`src/rtl/dcm_pkg.sv`:
```
package dcm_pkg;

  typedef enum logic [3:0] {
    CY_IDLE = 4'd0,
    CY_READ = 4'd1,
    CY_EWR  = 4'd2,
    CY_LWR  = 4'd3,
    CY_RMW  = 4'd4,
    CY_RFO  = 4'd5,
    CY_CBR  = 4'd6,
    CY_CASO = 4'd7,
    CY_CBRT = 4'd8
  } cyc_e;

  typedef struct packed {
    logic ras_fall;
    logic ras_rise;
    logic cas_fall;
    logic cas_rise;
    logic ras_q;
    logic cas_q;
    logic we_q;
  } strobe_t;

endpackage

```
`src/rtl/dcm_seq.sv`:
```
module dcm_seq
  import dcm_pkg::*;
#(
  parameter int ROW_BITS = 4,
  parameter int COL_BITS = 5,
  parameter int TRAS_MIN = 4,
  localparam int AW = (ROW_BITS > COL_BITS) ? ROW_BITS : COL_BITS,
  localparam int CW = $clog2(TRAS_MIN + 1)
) (
  input  logic                clk,
  input  logic                rst_n,
  input  strobe_t             st,
  input  logic                ras_n,
  input  logic                cas_n,
  input  logic                we_n,
  input  logic [AW-1:0]       addr,
  input  logic                dout_en_q,
  output logic                access_ok,
  output logic                wr_en,
  output logic                ew_eff,
  output logic [ROW_BITS-1:0] row_q,
  output logic [COL_BITS-1:0] col_eff,
  output cyc_e                cyc_q,
  output logic                page_q,
  output logic [ROW_BITS-1:0] rcnt_q,
  output logic                short_q
);

  localparam logic [CW-1:0] TMIN = CW'(TRAS_MIN);

  logic                cbr_q, cbr_d, cbrt_q, cbrt_d, ew_q, ew_d;
  logic                seen_q, seen_d, page_d, short_d;
  logic [ROW_BITS-1:0] row_d, rcnt_d;
  logic [COL_BITS-1:0] col_q, col_d;
  logic [CW-1:0]       rcyc_q, rcyc_d;
  cyc_e                cyc_d;

  assign access_ok = ~ras_n & ~st.ras_q & (~cbr_q | cbrt_q);
  assign wr_en     = access_ok & ~cas_n & ~we_n & (st.cas_q | st.we_q);
  assign col_eff   = st.cas_q ? addr[COL_BITS-1:0] : col_q;
  assign ew_eff    = st.cas_q ? ~we_n : ew_q;

  always_comb begin
    cbr_d   = cbr_q;
    cbrt_d  = cbrt_q;
    ew_d    = ew_q;
    seen_d  = seen_q;
    page_d  = page_q;
    row_d   = row_q;
    rcnt_d  = rcnt_q;
    rcyc_d  = rcyc_q;
    cyc_d   = cyc_q;
    col_d   = st.cas_q ? addr[COL_BITS-1:0] : col_q;
    short_d = st.ras_rise && (rcyc_q < TMIN);

    if (st.ras_fall) begin
      cbr_d  = ~cas_n;
      cbrt_d = 1'b0;
      seen_d = 1'b0;
      page_d = 1'b0;
      rcyc_d = CW'(1);
      if (cas_n) begin
        row_d = addr[ROW_BITS-1:0];
        cyc_d = CY_RFO;
      end else begin
        row_d  = rcnt_q;
        rcnt_d = rcnt_q + ROW_BITS'(1);
        cyc_d  = CY_CBR;
      end
    end else if (~ras_n) begin
      if (rcyc_q < TMIN) rcyc_d = rcyc_q + CW'(1);
      if (cbr_q && st.cas_rise) cbrt_d = 1'b1;
    end

    if (st.cas_fall) begin
      if (ras_n) begin
        cyc_d = CY_CASO;
      end else if (access_ok) begin
        if (cbrt_q)     cyc_d = CY_CBRT;
        else if (~we_n) cyc_d = CY_EWR;
        else            cyc_d = CY_READ;
        ew_d   = ~we_n;
        page_d = seen_q;
        seen_d = 1'b1;
      end
    end

    if (st.cas_rise) ew_d = 1'b0;

    if (wr_en && ~st.cas_q) begin
      if (cbrt_q)         cyc_d = CY_CBRT;
      else if (dout_en_q) cyc_d = CY_RMW;
      else                cyc_d = CY_LWR;
    end
  end

  always_ff @(posedge clk or negedge rst_n) begin
    if (!rst_n) begin
      cbr_q   <= 1'b0;
      cbrt_q  <= 1'b0;
      ew_q    <= 1'b0;
      seen_q  <= 1'b0;
      page_q  <= 1'b0;
      row_q   <= '0;
      col_q   <= '0;
      rcnt_q  <= '0;
      rcyc_q  <= '0;
      cyc_q   <= CY_IDLE;
      short_q <= 1'b0;
    end else begin
      cbr_q   <= cbr_d;
      cbrt_q  <= cbrt_d;
      ew_q    <= ew_d;
      seen_q  <= seen_d;
      page_q  <= page_d;
      row_q   <= row_d;
      col_q   <= col_d;
      rcnt_q  <= rcnt_d;
      rcyc_q  <= rcyc_d;
      cyc_q   <= cyc_d;
      short_q <= short_d;
    end
  end

endmodule

```
`config.mk`:
```
export PLATFORM = sky130hd
export DESIGN_NAME = dcm_seq
export DESIGN_NICKNAME = d
export VERILOG_FILES = /design/src/rtl/dcm_pkg.sv /design/src/rtl/dcm_seq.sv
export SDC_FILE = /design/constraint.sdc
export NUM_CORES = 1
export LEC_CHECK = 0
export BUFFER_PORTS_ARGS = -buffer_cell sky130_fd_sc_hd__buf_2
export CAP_MARGIN = 20
export CORE_UTILIZATION = 35
export DETAILED_ROUTE_END_ITERATION = 7
export GPL_ROUTABILITY_DRIVEN = 0
export GPL_TIMING_DRIVEN = 1
export REMOVE_ABC_BUFFERS = 1
export SYNTH_ARGS = -nofsm -noshare
export SYNTH_HDL_FRONTEND = slang
export SYNTH_SLANG_ARGS = --single-unit
```
`constraint.sdc`:
```
create_clock -name clk -period 1.3 [get_ports clk]
set_input_delay 0.26 -clock clk [delete_from_list [all_inputs] [get_ports clk]]
set_output_delay 0.26 -clock clk [all_outputs]
set_load 0.05 [all_outputs]
```
Word-level counts from Yosys, hierarchy flattened

Cells that the tools add are included.

Register bits: 26
Input port bits: 18
Output and inout bits: 22
Logic and storage cells: 71

$add $sub $neg: 2
Order comparisons: 1
Equal/unequal tests: 2
Multiplexer cells: 31
Bitwise logic cells: 13
Reductions and logical operators: 11

Operator list:

| operator            | count |
|---|---|
| $mux 4              | 8 |
| $mux 1              | 16 |
| $mux 3              | 4 |
| $reduce_bool 2->1   | 4 |
| $not 1->1           | 6 |
| $reduce_and 2->1    | 3 |
| $and 1x1->1         | 5 |
| $mux 5              | 1 |
| $add 4x1->4 const B | 1 |
| $mux 2              | 2 |
| $ne 2x2->1 const B  | 2 |
| $add 3x1->3 const B | 1 |
| $logic_and 1x1->1   | 3 |
| $lt 3x3->1 const B  | 1 |
| $reduce_and 3->1    | 1 |
| $or 1x1->1          | 2 |

Depth between registers and ports, before layout

Depth in word-level cells: 8
Depth in mapped cells: 5

Worst setup path after synthesis

Ideal clock, no wire load.

Path kind: register to output
From: reg cbrt_q
To: out wr_en
Data arrival time: 1.330 ns
Required time: 1.040 ns
Setup slack: -0.290 ns
Cell stages (with the launch flop): 4
Cells stage by stage: dfrtp_1 nand2b_4 and2_2 o211a_1

Longest elaborated chain between the ends: 5

Ends and longest elaborated chain:

| element                  | line           | text |
|---|---|---|
| start, declared          | dcm_seq.sv:31  | `logic cbr_q, cbr_d, cbrt_q, cbrt_d, ew_q, ew_d;` |
| start signal, assigned   | dcm_seq.sv:112 | `cbrt_q <= cbrt_d;` |
| $or 1x1->1               | dcm_seq.sv:38  | `assign access_ok = ~ras_n & ~st.ras_q & (~cbr_q \| cbrt_q);` |
| $and 1x1->1              | dcm_seq.sv:38  |  |
| net access_ok            | dcm_seq.sv:18  | `output logic access_ok,` |
| $and 1x1->1 (3 in a row) | dcm_seq.sv:39  | `assign wr_en = access_ok & ~cas_n & ~we_n & (st.cas_q \| st.we_q);` |
| end, declared            | dcm_seq.sv:19  | `output logic wr_en,` |

The timed path passes the listed nets, and every way through them passes these cells.

Worst setup path after layout

From: reg cbrt_q
To: out wr_en

Longest elaborated chain between the ends: 5

Ends and longest elaborated chain:

| element                  | line |
|---|---|
| $or 1x1->1               | dcm_seq.sv:38 |
| $and 1x1->1              | dcm_seq.sv:38 |
| $and 1x1->1 (3 in a row) | dcm_seq.sv:39 |

Every way passes these cells.

==> impl_metrics.py <==
metrics = {
    "finish": {
        "final_layout_size_suffix_gt1_share_pct": 47.3,
        "fin_nets": 186,
        "nFillCells": 308,
        "layout_common_cells": "27 x buf_2, 26 x dfrtp_1, 21 x buf_4",
        "final_common_cell": "buf_2",
        "syn2layout_area_growth_pct": 46.5,
        "design_area_sq_um": 1760,
        "n_antenna_cell": 0,
        "final_cells": 209,
    },
    "timing": {
        "relSlewSlack_pct": 61.8,
        "min_period_ns": 1.54,
        "setup_violations": 8,
        "hold_slack_ns": 0.0866,
        "final-max-slew-violation-count": 0,
        "grt_setup_unrepaired": "true",
        "fin_ws_ns": -0.241,
        "worst_pin_slew_ns": 0.573,
        "finalHoldViolCount": 0,
        "final.period_utilization_pct": 119,
        "clock_skew_ns": 0.00830,
        "fmax_mhz": 649,
        "setup_tns_ns": -1.07,
    },
    "logic_synthesis": {
        "async_flop_share_pct": 100,
        "synth-seq-cells": 26,
        "yosys.cell_types.count": 28,
        "postSynthCellCount": 107,
        "synth_edf_count": 0,
        "synth-seq-area-share_pct": 54.2,
        "yosysWarningCount": 0,
        "avgSynthCellArea_sq_um": 11.2,
        "syn_area_sq_um": 1200,
        "synth-main-ff-cell": "dfrtp_1",
    },
    "clock_network": {
        "cts_tree": "done",
        "cts_made_buffers": 3,
        "root_buffer": "clkbuf_4",
        "clock_sinks": 26,
        "htree_num_levels": 1,
        "clkTransAtPathRegs_ns": 0.15,
        "cts_buffer_depth": 2,
        "insertion_delay_ns": 0.32,
    },
    "setup_path": {
        "r2r-start": "cbr_q",
        "start_kind": "flop",
        "r2r_end": "cyc_q[0]",
        "crit_required_ns": 1.04,
        "crit_type": "reg2out",
        "cp_data_arrival_time_ns": 1.28,
        "endpoint_kind": "output port",
        "reg2reg_setup_slack_ns": 0,
        "reg2regPathDepth": 5,
        "path_max_fanout": 2,
    },
    "outcome": {
        "status": "finished, violations left",
        "violations": "setup timing",
    },
    "hold_path": {
        "worst_hold_path_type": "in2reg",
        "hold_depth": 2,
        "hp-start": "st[3]",
        "min_to": "ew_q",
    },
    "power_and_ir_drop": {
        "p_leak_nw": 0.841,
        "irDropWorstVdd_mv": 1.56,
        "p_per_area_nw_per_um2": 1570,
    },
    "floorplanning": {
        "rows": 20,
        "fp.coreArea_sq_um": 3150,
        "pin_count": 40,
        "die_w_um": 60.6,
        "die_area_sq_um": 3670,
        "start_util_pct": 38.1,
        "die_y_um": 60.6,
    },
    "detailed_routing": {
        "first_iter_violations": 38,
        "vias": 1016,
        "drc": 0,
        "routed_via_density": 4.86,
        "wl_per_cell_um": 13.5,
        "dr.pass1.iters": 4,
        "totalWireLength_um": 2830,
        "final_antenna_net_count": 0,
    },
    "global_routing": {
        "gr-total-overflow": 0,
        "grt_max_degree": 27,
        "grt_antenna_before_repair": 0,
        "grt_pass1_vias": 1007,
        "grt_usage_pct": 16.3,
        "grt_pass1_wl_um": 4450,
    },
    "flow_run": {
        "cap_violations": 0,
    },
    "placed_design": {
        "portBuffers": 39,
        "hpwl_um": 2000,
        "pre_cts_slack_ns": -0.0184,
        "postPlaceCellArea_sq_um": 1520,
        "dp.cells": 198,
    },
}
[registers in the layout (all words and copies together), names as in the netlist]
name / cells
col_q: 5
rcnt_q: 4
cyc_q: 4
cbr_q: 1
seen_q: 1
page_q: 1
cbrt_q: 1
ew_q: 1
rcyc_q: 3
short_q: 1
row_q: 4
[final cells by class]
| class | instances | area [sq um] | share of cell area (%) |
|---|---|---|---|
| clock buffer | 3 | 22.5 | 1.28 |
| clock inverter | 1 | 30.0 | 1.71 |
| inverter | 4 | 15.0 | 0.853 |
| multi-input combinational | 74 | 578 | 32.9 |
| sequential | 26 | 651 | 37.0 |
| tap | 44 | 55.1 | 3.13 |
| timing repair buffer | 57 | 408 | 23.2 |
[synthesized netlist by cell type, types with 2 or more instances]
master,n,share of area [%]
buf_2,4,1.7
dfrtp_1,26,54
a21oi_1,8,3.3
o21ai_0,7,2.9
xnor2_1,3,2.2
nor2_1,11,3.4
inv_1,4,1.2
mux2i_1,6,5.0
nand3b_1,2,1.2
nor2b_1,3,1.6
ha_1,2,2.1
mux2_2,7,6.6
nand2_1,6,1.9
a31oi_1,4,2.1
[cell families (layout without fill, tap and decap cells)]
logic type	Yosys count	after routing	share of synthesized area (%)
xor+xnor	4	4	2.92
simple gates	33	34	16.5
flops	26	26	54.2
compound gates	21	21	9.90
fa+ha+maj	2	2	2.08
mux	13	13	11.6
buf+inv	8	65	2.92
[worst max-delay path, cell delays in order (launching register included)]
cell	delay, ns
dfrtp_1	0.40
nand2b_4	0.14
and2_4	0.13
o211a_1	0.13
buf_6	0.15
[stage by stage]
stage	power [W]	util [%]
3_3_place_gp	0.00201	48.3
6_report	0.00276	55.8
5_1_grt	0.00289	55.8
2_1_floorplan	0.00174	-
4_1_cts	0.00271	52.9
3_5_place_dp	0.00203	48.3
[worst max path at each step]
| stage | slack, ns | start | end | cells past startpoint |
|---|---|---|---|---|
| global route | -0.30 | cbrt_q | wr_en | 4 |
| CTS | -0.26 | cbr_q | wr_en | 4 |
| finish | -0.24 | cbrt_q | wr_en | 4 |
| floorplan | -0.29 | cbrt_q | wr_en | 3 |
| detailed placement | -0.02 | st[1] | cyc_q[3] | 6 |
| global placement | -0.01 | ras_n | wr_en | 5 |
[power breakdown]
part	internal, W	switching (W)
combinational	0.000430	0.000732
clock	0.000312	0.000245
sequential	0.000947	0.0000987
[per-layer routing]
layer / wire length [um] / track usage [%] / vias to the layer above
met5: 0 / 0 / -
met4: 0 / 3.90 / 0
met3: 178 / 2.99 / 0
met2: 1410 / 27.0 / 36
met1: 1240 / 22.2 / 495
li1: - / - / 485
[what timing repair did]
action | CTS | global route
endpoints found under the setup margin | 11 | 15
hold buffers | 1 | 0
endpoints found under the hold margin | 26 | 0
gates resized for setup | 19 | 20
buffers inserted | 4 | 3
cloned | 0 | 1
pin swaps | 1 | 9
Power figures use the tool's default switching activity.
